===== config.mk =====
export PLATFORM = sky130hd
export DESIGN_NAME = wdt_keyed
export DESIGN_NICKNAME = d
export VERILOG_FILES = /design/src/rtl/wdt_pkg.sv /design/src/rtl/wdt_ctrl.sv /design/src/rtl/wdt_core.sv /design/src/rtl/wdt_keyed.sv
export SDC_FILE = /design/constraint.sdc
export NUM_CORES = 1
export LEC_CHECK = 0
export ABC_AREA = 1
export BUFFER_PORTS_ARGS = -buffer_cell sky130_fd_sc_hd__buf_2
export CORE_AREA = 2 2 100 102
export CTS_CLUSTER_SIZE = 20
export DETAILED_ROUTE_END_ITERATION = 10
export DIE_AREA = 0 0 102 104
export GPL_TIMING_DRIVEN = 0
export PLACE_DENSITY = 0.84
export SLEW_MARGIN = 20
export SYNTH_ARGS = -nofsm -noshare
export SYNTH_HDL_FRONTEND = slang
export SYNTH_SLANG_ARGS = --single-unit
export TNS_END_PERCENT = 30

===== constraint.sdc =====
create_clock -name clk -period 2.1 [get_ports clk]
set_input_delay 0.105 -clock clk [delete_from_list [all_inputs] [get_ports clk]]
set_output_delay 0.105 -clock clk [all_outputs]
set_load 0.05 [all_outputs]

===== src/rtl/wdt_pkg.sv =====
package wdt_pkg;
  // Word index (byte address bits 4:2) of each register
  typedef enum logic [2:0] {
    REG_COUNT   = 3'd0,
    REG_LOAD    = 3'd1,
    REG_RESTART = 3'd2,
    REG_CTRL    = 3'd3,
    REG_STATUS  = 3'd4,
    REG_CLEAR   = 3'd5,
    REG_PULSE   = 3'd6
  } wdtReg_e;

  localparam int CTRL_W       = 5;
  localparam int CTRL_RUN     = 0;
  localparam int CTRL_RST_EN  = 1;
  localparam int CTRL_IRQ_EN  = 2;
  localparam int CTRL_EXT_EN  = 3;
  localparam int CTRL_TICKSEL = 4;

  // Strobes sent from the control block to the datapath
  typedef struct packed {
    logic restart;
    logic clearZero;
  } wdtStrobe_t;
endpackage


===== src/rtl/wdt_ctrl.sv =====
module wdt_ctrl
  import wdt_pkg::*;
#(
  parameter int DATA_W = 32,
  parameter int ADDR_W = 5,
  parameter int CNT_W = 32,
  parameter int LEN_W = 8,
  parameter int KEY_W = 16,
  parameter logic [CNT_W-1:0] LOAD_RST = 32'h03EF1480,
  parameter logic [LEN_W-1:0] LEN_RST = 8'hFF,
  parameter logic [KEY_W-1:0] KEY = 16'h5AB9
) (
  input  logic              clk,
  input  logic              rstN,
  input  logic              wrEn,
  input  logic              rdEn,
  input  logic [ADDR_W-1:0] addr,
  input  logic [DATA_W-1:0] wrData,
  input  logic [CNT_W-1:0]  cntVal,
  input  logic              zeroFlag,
  output logic [DATA_W-1:0] rdData,
  output wdtStrobe_t        strobe,
  output logic [CNT_W-1:0]  loadVal,
  output logic [LEN_W-1:0]  lenVal,
  output logic [CTRL_W-1:0] ctrlBits
);
  localparam int IDX_W = ADDR_W - 2;

  logic [IDX_W-1:0] idx;
  assign idx = addr[ADDR_W-1:2];

  logic keyMatch;
  assign keyMatch = (wrData[KEY_W-1:0] == KEY);

  always_comb begin
    strobe = '0;
    strobe.restart   = wrEn && (idx == IDX_W'(REG_RESTART)) && keyMatch;
    strobe.clearZero = wrEn && (idx == IDX_W'(REG_CLEAR)) && wrData[0];
  end

  always_ff @(posedge clk or negedge rstN) begin
    if (!rstN) begin
      loadVal  <= LOAD_RST;
      lenVal   <= LEN_RST;
      ctrlBits <= '0;
    end else if (wrEn) begin
      if (idx == IDX_W'(REG_LOAD))  loadVal  <= wrData[CNT_W-1:0];
      if (idx == IDX_W'(REG_PULSE)) lenVal   <= wrData[LEN_W-1:0];
      if (idx == IDX_W'(REG_CTRL))  ctrlBits <= wrData[CTRL_W-1:0];
    end
  end

  always_comb begin
    rdData = '0;
    if (rdEn) begin
      case (idx)
        IDX_W'(REG_COUNT):  rdData = DATA_W'(cntVal);
        IDX_W'(REG_LOAD):   rdData = DATA_W'(loadVal);
        IDX_W'(REG_CTRL):   rdData = DATA_W'(ctrlBits);
        IDX_W'(REG_STATUS): rdData = DATA_W'(zeroFlag);
        IDX_W'(REG_PULSE):  rdData = DATA_W'(lenVal);
        default:            rdData = '0;
      endcase
    end
  end

  // the unused control bits read back as zero
  a_r9_ctrl_reserved: assert property (@(posedge clk) disable iff (!rstN)
    (rdEn && idx == IDX_W'(REG_CTRL)) |-> (rdData[DATA_W-1:CTRL_W] == '0));
endmodule


===== src/rtl/wdt_core.sv =====
module wdt_core
  import wdt_pkg::*;
#(
  parameter int CNT_W = 32,
  parameter int LEN_W = 8,
  parameter logic [CNT_W-1:0] LOAD_RST = 32'h03EF1480
) (
  input  logic             clk,
  input  logic             rstN,
  input  wdtStrobe_t       strobe,
  input  logic [CNT_W-1:0] loadVal,
  input  logic [LEN_W-1:0] lenVal,
  input  logic             countEn,
  input  logic             tickSel,
  input  logic             tickIn,
  output logic [CNT_W-1:0] cntVal,
  output logic             zeroFlag,
  output logic             pulseActive
);
  localparam int PULSE_W = LEN_W + 1;

  logic tickNow, zeroHit;
  logic [PULSE_W-1:0] pulseRem;

  assign tickNow = countEn && (tickSel ? tickIn : 1'b1);
  assign zeroHit = tickNow && (cntVal == CNT_W'(1)) && !strobe.restart;

  always_ff @(posedge clk or negedge rstN) begin
    if (!rstN) begin
      cntVal <= LOAD_RST;
    end else if (strobe.restart) begin
      cntVal <= loadVal;
    end else if (tickNow && cntVal != '0) begin
      cntVal <= cntVal - CNT_W'(1);
    end
  end

  always_ff @(posedge clk or negedge rstN) begin
    if (!rstN)                 zeroFlag <= 1'b0;
    else if (zeroHit)          zeroFlag <= 1'b1;
    else if (strobe.clearZero) zeroFlag <= 1'b0;
  end

  always_ff @(posedge clk or negedge rstN) begin
    if (!rstN)               pulseRem <= '0;
    else if (zeroHit)        pulseRem <= PULSE_W'(lenVal) + PULSE_W'(1);
    else if (pulseRem != '0) pulseRem <= pulseRem - PULSE_W'(1);
  end

  assign pulseActive = (pulseRem != '0);

  a_r2_reload: assert property (@(posedge clk) disable iff (!rstN)
    strobe.restart |=> (cntVal == $past(loadVal)));
  a_r4_hold_zero: assert property (@(posedge clk) disable iff (!rstN)
    (cntVal == '0 && !strobe.restart) |=> (cntVal == '0));
  a_r4_step: assert property (@(posedge clk) disable iff (!rstN)
    (countEn && !tickSel && cntVal != '0 && !strobe.restart) |=>
      (cntVal == $past(cntVal) - CNT_W'(1)));
  a_r5_idle_tick: assert property (@(posedge clk) disable iff (!rstN)
    (countEn && tickSel && !tickIn && !strobe.restart) |=> $stable(cntVal));
  a_r6_sticky: assert property (@(posedge clk) disable iff (!rstN)
    (zeroFlag && !strobe.clearZero) |=> zeroFlag);
  a_r7_pulse_origin: assert property (@(posedge clk) disable iff (!rstN)
    $rose(pulseActive) |-> zeroFlag);
endmodule


===== src/rtl/wdt_keyed.sv =====
module wdt_keyed
  import wdt_pkg::*;
#(
  parameter int DATA_W = 32,
  parameter int ADDR_W = 5,
  parameter int CNT_W = 32,
  parameter int LEN_W = 8,
  parameter int KEY_W = 16,
  parameter logic [CNT_W-1:0] LOAD_RST = 32'h03EF1480,
  parameter logic [LEN_W-1:0] LEN_RST = 8'hFF,
  parameter logic [KEY_W-1:0] KEY = 16'h5AB9
) (
  input  logic              clk,
  input  logic              rst_n,
  input  logic              wr_en,
  input  logic              rd_en,
  input  logic [ADDR_W-1:0] addr,
  input  logic [DATA_W-1:0] wr_data,
  output logic [DATA_W-1:0] rd_data,
  input  logic              tick_in,
  output logic              rst_req_o,
  output logic              irq_o,
  output logic              ext_o
);
  wdtStrobe_t        strobe;
  logic [CNT_W-1:0]  loadVal, cntVal;
  logic [LEN_W-1:0]  lenVal;
  logic [CTRL_W-1:0] ctrlBits;
  logic              zeroFlag, pulseActive;

  wdt_ctrl #(
    .DATA_W(DATA_W), .ADDR_W(ADDR_W), .CNT_W(CNT_W), .LEN_W(LEN_W),
    .KEY_W(KEY_W), .LOAD_RST(LOAD_RST), .LEN_RST(LEN_RST), .KEY(KEY)
  ) uCtrl (
    .clk(clk), .rstN(rst_n), .wrEn(wr_en), .rdEn(rd_en), .addr(addr),
    .wrData(wr_data), .cntVal(cntVal), .zeroFlag(zeroFlag), .rdData(rd_data),
    .strobe(strobe), .loadVal(loadVal), .lenVal(lenVal), .ctrlBits(ctrlBits)
  );

  wdt_core #(
    .CNT_W(CNT_W), .LEN_W(LEN_W), .LOAD_RST(LOAD_RST)
  ) uCore (
    .clk(clk), .rstN(rst_n), .strobe(strobe), .loadVal(loadVal),
    .lenVal(lenVal), .countEn(ctrlBits[CTRL_RUN]),
    .tickSel(ctrlBits[CTRL_TICKSEL]), .tickIn(tick_in), .cntVal(cntVal),
    .zeroFlag(zeroFlag), .pulseActive(pulseActive)
  );

  assign rst_req_o = pulseActive && ctrlBits[CTRL_RST_EN];
  assign irq_o     = pulseActive && ctrlBits[CTRL_IRQ_EN];
  assign ext_o     = pulseActive && ctrlBits[CTRL_EXT_EN];

  // no output pulses unless its enable bit is set
  a_r8_gated: assert property (@(posedge clk) disable iff (!rst_n)
    (rst_req_o || irq_o || ext_o) |-> (ctrlBits[3:1] != 3'b000));
endmodule


==> flow_metrics.py, run 1 <==
metrics = {
    "worst_setup_path": {
        "crit_arrival_ns": 2.25,
        "crit_path_end_kind": "flip-flop",
        "worst_path_max_delay_cell": "dfrtp_1",
        "critPathMaxFanout": 10,
        "crit_type": "reg -> reg",
        "path_cells": "inv_1, ha_1, nand2_2, nor2_8, nand2_4, nor2_2, nor2_2, nor2_8, buf_6, nand2_1, nand3_1",
        "crit_required_ns": 2.40,
        "crit_path_start_kind": "flip-flop",
        "cpPeakStageDelay_ns": 0.40,
    },
    "floorplanning": {
        "die_area_um2": 10610,
        "start_util_pct": 56.88,
        "core_area_um2": 9549,
        "ioPinCount": 77,
        "rows": 36,
        "fp.dieH_um": 104,
        "die_x_um": 102,
    },
    "place": {
        "post-place-ws_ns": 0.04982,
        "globalplace.congestion": 0.9547,
        "port_buffers": 74,
        "hpwl_um": 10880,
    },
    "drt": {
        "drc": 0,
        "routed_wl_um": 14720,
        "ant_nets": 0,
        "first_pass_iters": 5,
        "avgRoutedWirePerCell_um": 14.66,
        "drt_iter0_markers": 351,
        "vias": 5350,
        "viasPerCell": 5.329,
    },
    "power": {
        "internal_power_mw": 4.033,
        "switchingPower_mw": 3.250,
        "p_per_area_nw_per_um2": 1128,
        "leakagePower_nw": 3.197,
        "power_frac_clock_pct": 16.8,
        "sw_frac_of_total_pct": 44.63,
        "ir_drop_v": 0.0006020,
        "pwr-share-comb_pct": 44.1,
        "pwr-share-seq_pct": 39.1,
    },
    "cts": {
        "clk_path_buf_depth": 2,
        "cts_sinks": 87,
        "root_buffer": "clkbuf_8",
        "clk_latency_ns": 0.36,
        "numCtsBuffers": 9,
        "clk_pin_slew_ns": 0.09,
        "htree_levels": 3,
        "cts_tree": "yes",
    },
    "timing": {
        "relSlewSlack_pct": 54.78,
        "finClkSkew_ns": 0.01084,
        "tightestPinTransition_ns": 0.6783,
        "finalSetupTns_ns": 0,
        "whs_ns": -0.001654,
        "setup_viol": 0,
        "post-route-min-period_ns": 1.953,
        "max_freq_ghz": 0.5122,
        "setup_ws_ns": 0.1475,
        "rsz0062_at_grt": "no",
        "final_max_slew_viol_count": 0,
        "final-hold-violation-count": 1,
        "finalCritPeriodShare_pct": 92.98,
    },
    "synth": {
        "ys_seq_area_share_pct": 40.82,
        "synthesis.area_um2": 5431,
        "async_reset_ff_share_pct": 100.0,
        "syn_inst": 754,
        "ys_types": 36,
        "synth_flop_cell": "dfrtp_1",
        "synth_seq_cells": 87,
        "syn_avg_cell_area_um2": 7.204,
        "syn_nets": 800,
        "synth_edf_count": 0,
        "ys_warn_count": 0,
    },
    "layout": {
        "final_net_count": 912,
        "diodes": 0,
        "layout-drive-gt1-share_pct": 20.78,
        "final_util_pct": 67.62,
        "fillers": 879,
        "syn_to_final_growth_pct": 18.89,
    },
    "grt": {
        "grt_max_degree": 55,
        "antenna_found_initial": 0,
        "overflow": 0,
        "grt_use_total_pct": 28.90,
        "grt_pass1_wl_um": 24290,
        "grt_pass1_vias": 5032,
    },
    "outcome": {
        "status": "finished with violations",
        "failed_checks": "negative hold slack",
    },
    "min_path": {
        "worstHoldPathType": "in -> reg",
    },
    "flow_run": {
        "max_cap_violations": 0,
    },
}
-- worst paths after layout --
path / start / to / slack (ns) / depth (start not counted)
worst max-delay path: uCore.cntVal[0] / uCore.cntVal[20] / 0.15 / 11
worst min-delay path: wr_data[5] / uCtrl.lenVal[5] / -0.002 / 3
worst max register to register: uCore.cntVal[0] / uCore.cntVal[20] / 0.15 / 11
worst min register to register: uCtrl.ctrlBits[4] / uCtrl.ctrlBits[4] / 0.49 / 2
max in group asynchronous: rst_n / uCore.cntVal[24] / 1.08 / 3
min in group asynchronous: rst_n / uCtrl.loadVal[14] / 0.34 / 2
-- cell families (layout without fill, tap and decap cells) --
family | Yosys count | in the layout | share of synthesized area (%)
and+or+nand+nor | 427 | 427 | 32.90
buffers and inverters | 96 | 213 | 7.418
AOI/OAI and AO/OA | 88 | 88 | 8.639
DFF | 87 | 87 | 40.82
xor gates and xnor gates | 32 | 32 | 5.160
muxes | 20 | 20 | 4.147
adders and majority gates | 4 | 4 | 0.9215
-- what timing repair did --
action	4_1_cts	5_1_grt
setup endpoints to repair	0	27
buffers inserted	0	5
hold buffers	21	0
resized for setup	0	5
endpoints found under the hold margin	60	0
-- critical path: cells and delay by family, from the launching register on --
kind / cells / cell delay, ns
adder cells (fa/ha/maj): 1 / 0.23
buffers and inverters: 2 / 0.33
flip-flops: 1 / 0.40
AND/OR/NAND/NOR: 8 / 0.92
-- through the flow --
stage               instance area (um^2)  power (mW)  hold WS [ns]  std cells
floorplan                           5431       5.102       -0.1906        754
global placement                    5968       5.828        0.3368        961
detailed placement                  5991       5.910        0.1849        962
CTS                                 6407       7.177      0.006372        999
global route                        6457       7.841       0.03322       1004
finish                              6457       7.283     -0.001654       1004
-- routing by layer --
layer  GRT usage (%)  vias to the layer above  part of all wire (%)
met5               0                        -                     0
met4           7.429                        0                   1.8
met3           4.301                       23                   7.0
met2           44.97                      195                    46
met1           42.25                     2502                    45
li1                -                     2630                     -
-- area by class of cell --
| class | count | area (um^2) | area share [%] |
|---|---|---|---|
| well taps | 133 | 166.4 | 2.577 |
| plain buffers | 21 | 121.4 | 1.879 |
| repair buffers | 101 | 640.6 | 9.921 |
| clock buffers | 10 | 137.6 | 2.131 |
| multi-input cells | 571 | 2821 | 43.69 |
| clock inverters | 6 | 68.82 | 1.066 |
| inverters | 75 | 284.0 | 4.398 |
| flip-flops and latches | 87 | 2217 | 34.33 |
-- registers in the layout, indices dropped and copies added, names as in the netlist --
signal	flops
uCtrl.loadVal	32
uCore.zeroFlag	1
uCore.cntVal	32
uCtrl.lenVal	8
uCtrl.ctrlBits	5
uCore.pulseRem	9
-- cell usage after synthesis, types with 2 or more instances --
library cell  count  area share, %
mux2_2           20            4.1
dfstp_2          32             15
xor2_1           15            2.4
xnor2_1          17            2.7
inv_1            71            4.9
nand2_1         257             18
nand3_1          59            5.4
buf_6             4           0.83
ha_1              4           0.92
nand2_2           2           0.23
buf_2             7           0.64
o21ai_0          45            4.1
and2_1            2           0.23
o22ai_1           5           0.58
inv_2             3           0.21
a221oi_1          3           0.48
dfrtp_1          55             25
nor2_8            2           0.74
nand4_1           8           0.92
nor2_1           83            5.7
a21oi_1          31            2.9
nor2_2            6           0.69
nor3_1            2           0.18
clkbuf_1          9           0.62
-- power groups by stage --
stage / Sequential, mW / Combinational, mW / Clock [mW]
after global routing: 2.92 / 3.63 / 1.29
after global placement: 2.84 / 2.99 / 0
after detailed placement: 2.85 / 3.06 / 0
final: 2.85 / 3.21 / 1.22
after CTS: 2.82 / 3.12 / 1.24
after floorplan: 2.68 / 2.42 / 0
-- layout by cell type (no fill, tap or decap), types with 8 or more instances in the layout --
| master | n |
|---|---|
| nand4_1 | 8 |
| nand3_1 | 59 |
| dfrtp_1 | 55 |
| o21ai_0 | 45 |
| dfstp_2 | 32 |
| mux2_2 | 20 |
| xnor2_1 | 17 |
| dlygate4sd3_1 | 21 |
| clkbuf_8 | 10 |
| nor2_1 | 82 |
| nand2_1 | 255 |
| clkbuf_1 | 9 |
| buf_2 | 80 |
| xor2_1 | 15 |
| inv_1 | 71 |
| a21oi_1 | 31 |
Power figures use the tool's default switching activity.
==> inputs of run 2 (changes only) <==
--- a/config.mk
+++ b/config.mk
@@ -7,12 +7,13 @@
 export LEC_CHECK = 0
 export ABC_AREA = 1
 export BUFFER_PORTS_ARGS = -buffer_cell sky130_fd_sc_hd__buf_2
-export CORE_AREA = 2 2 100 102
+export CORE_AREA = 2 2 120 122
+export CTS_BUF_LIST = sky130_fd_sc_hd__clkbuf_8 sky130_fd_sc_hd__clkbuf_16
 export CTS_CLUSTER_SIZE = 20
 export DETAILED_ROUTE_END_ITERATION = 10
-export DIE_AREA = 0 0 102 104
+export DIE_AREA = 0 0 122 124
 export GPL_TIMING_DRIVEN = 0
-export PLACE_DENSITY = 0.84
+export PLACE_DENSITY = 0.62
 export SLEW_MARGIN = 20
 export SYNTH_ARGS = -nofsm -noshare
 export SYNTH_HDL_FRONTEND = slang
==> constraint.sdc (replaced) <==
create_clock -name clk -period 2.1 [get_ports clk]
set_input_delay 0.315 -clock clk [delete_from_list [all_inputs] [get_ports clk]]
set_output_delay 0.315 -clock clk [all_outputs]
set_load 0.05 [all_outputs]
==> flow_metrics.py, run 2 (synthesis gave the netlist of run 1 again) <==
metrics = {
    "cts": {
        "cts_sinks": 87,
        "clk_pin_slew_ns": 0.07,
        "cts_tree": "yes",
        "numCtsBuffers": 9,
        "clk_latency_ns": 0.35,
        "root_buffer": "clkbuf_16",
        "clk_path_buf_depth": 2,
        "htree_levels": 3,
    },
    "floorplanning": {
        "die_x_um": 122,
        "rows": 43,
        "start_util_pct": 39.59,
        "fp.dieH_um": 124,
        "die_area_um2": 15130,
        "ioPinCount": 77,
        "core_area_um2": 13720,
    },
    "min_path": {
        "worstHoldPathType": "in -> reg",
        "hp-start": "wr_data[31]",
    },
    "layout": {
        "layout_common_cells": "nand2_1, nor2_1, inv_1, nand3_1, dfrtp_1",
        "top_regs": "uCore.cntVal: 32 flops, uCtrl.loadVal: 32 flops, uCore.pulseRem: 9 flops",
        "final_net_count": 897,
        "layout-drive-gt1-share_pct": 23.48,
        "final_common_cell": "nand2_1",
        "syn_to_final_growth_pct": 21.17,
        "fin_cells": 1036,
        "diodes": 0,
        "final_util_pct": 47.97,
    },
    "worst_setup_path": {
        "cp-startpoint": "uCore.pulseRem[0]",
        "worst_path_max_delay_cell": "dfrtp_1",
        "path_cells": "inv_2, ha_4, nand3_2, nor2_4, nand2_2, inv_4, nor2_1, buf_4",
        "crit_path_start_kind": "flip-flop",
        "crit_family": "flip-flops",
        "critPathMaxFanout": 6,
        "r2r-start": "uCore.cntVal[1]",
        "cpPeakStageDelay_ns": 0.39,
        "crit_type": "reg -> out",
        "critPathBufInv": 3,
        "crit_path_end_kind": "primary output",
        "crit_required_ns": 1.78,
        "crit_arrival_ns": 1.67,
    },
    "grt": {
        "grt_pass1_wl_um": 25160,
        "grt_max_degree": 45,
        "overflow": 0,
        "grt_use_total_pct": 21.58,
        "grt_pass1_vias": 4786,
        "antenna_found_initial": 0,
    },
    "power": {
        "finalPower_mw": 7.681,
        "p_per_area_nw_per_um2": 1167,
        "ir_drop_v": 0.0004651,
        "leakagePower_nw": 3.183,
    },
    "timing": {
        "setup_viol": 0,
        "rsz0062_at_grt": "no",
        "finClkSkew_ns": 0.01086,
        "finalCritPeriodShare_pct": 94.48,
        "max_freq_ghz": 0.5040,
        "tightestPinTransition_ns": 0.6515,
        "final_max_slew_viol_count": 0,
        "post-route-min-period_ns": 1.984,
        "whs_ns": 0.1957,
        "relSlewSlack_pct": 56.11,
        "final-hold-violation-count": 0,
    },
    "place": {
        "port_buffers": 74,
        "dp_cells": 1009,
        "globalplace.congestion": 0.9441,
        "hpwl_um": 11570,
    },
    "drt": {
        "drc": 0,
        "avgRoutedWirePerCell_um": 14.76,
        "vias": 5094,
        "viasPerCell": 4.917,
        "first_pass_iters": 5,
        "ant_nets": 0,
        "drt_iter0_markers": 391,
        "routed_wl_um": 15300,
    },
    "flow_run": {
        "max_cap_violations": 0,
    },
    "outcome": {
        "status": "finished clean",
    },
}
-- run 2: cell count changes in the layout (fill, tap and decap cells not counted), moves of 3 or more --
| cell | before | now |
|---|---|---|
| clkbuf_16 | 0 | 10 |
| buf_2 | 80 | 54 |
| clkinvlp_4 | 1 | 4 |
| dlygate4sd3_1 | 21 | 1 |
| a21oi_2 | 0 | 6 |
| clkbuf_8 | 10 | 0 |
| buf_4 | 7 | 37 |
| a21oi_1 | 31 | 25 |
-- run 2: path summary, 6_finish.rpt --
check                                     to  slack [ns]  cells past startpoint
min reg2reg                 uCtrl.loadVal[0]        0.49                      2
min                        uCtrl.loadVal[31]        0.20                      2
max reg2reg                 uCore.cntVal[28]        0.16                     11
max                                    ext_o        0.12                      8
min in group asynchronous  uCtrl.ctrlBits[3]        0.51                      2
max in group asynchronous   uCore.cntVal[24]        0.89                      3
-- run 2: area by class of cell --
class	count	area, um^2
Multi-Input combinational cell	571	2874
Buffer	21	140.1
Tap cell	180	225.2
Fill cell	1440	7138
Inverter	75	287.8
Clock inverter	6	43.79
Sequential cell	87	2217
Clock buffer	10	250.2
Timing Repair Buffer	86	543.0
-- run 2: layer usage --
layer	GRT usage (%)	wire (um)	up-vias
li1	-	-	2605
met3	4.029	768	18
met1	31.88	7501	2350
met5	0	0	-
met4	5.747	259	0
met2	32.40	6766	121
-- run 2: repair_timing --
action,4_1_cts,5_1_grt
hold buffers,1,0
pin swaps,2,5
gates resized for setup,32,16
buffers inserted,1,9
endpoints found under the setup margin,33,50
endpoints found under the hold margin,13,0
-- run 2: report_power, final --
group | switching, mW | total [mW] | internal, mW | leakage [nW]
clock network | 0.709 | 1.59 | 0.878 | 0.138
logic | 2.06 | 3.25 | 1.19 | 2.02
registers | 0.561 | 2.85 | 2.28 | 1.03
total | 3.33 | 7.68 | 4.35 | 3.18
-- run 2: through the flow --
stage	instance area [um^2]	setup slack, ns	setup TNS (ns)
2_1_floorplan	5454	-0.05316	-0.7443
3_3_place_gp	6050	-0.1673	-8.442
3_5_place_dp	6080	-0.2302	-3.515
4_1_cts	6469	0.001182	0
5_1_grt	6581	0.007001	0
6_report	6581	0.1159	0
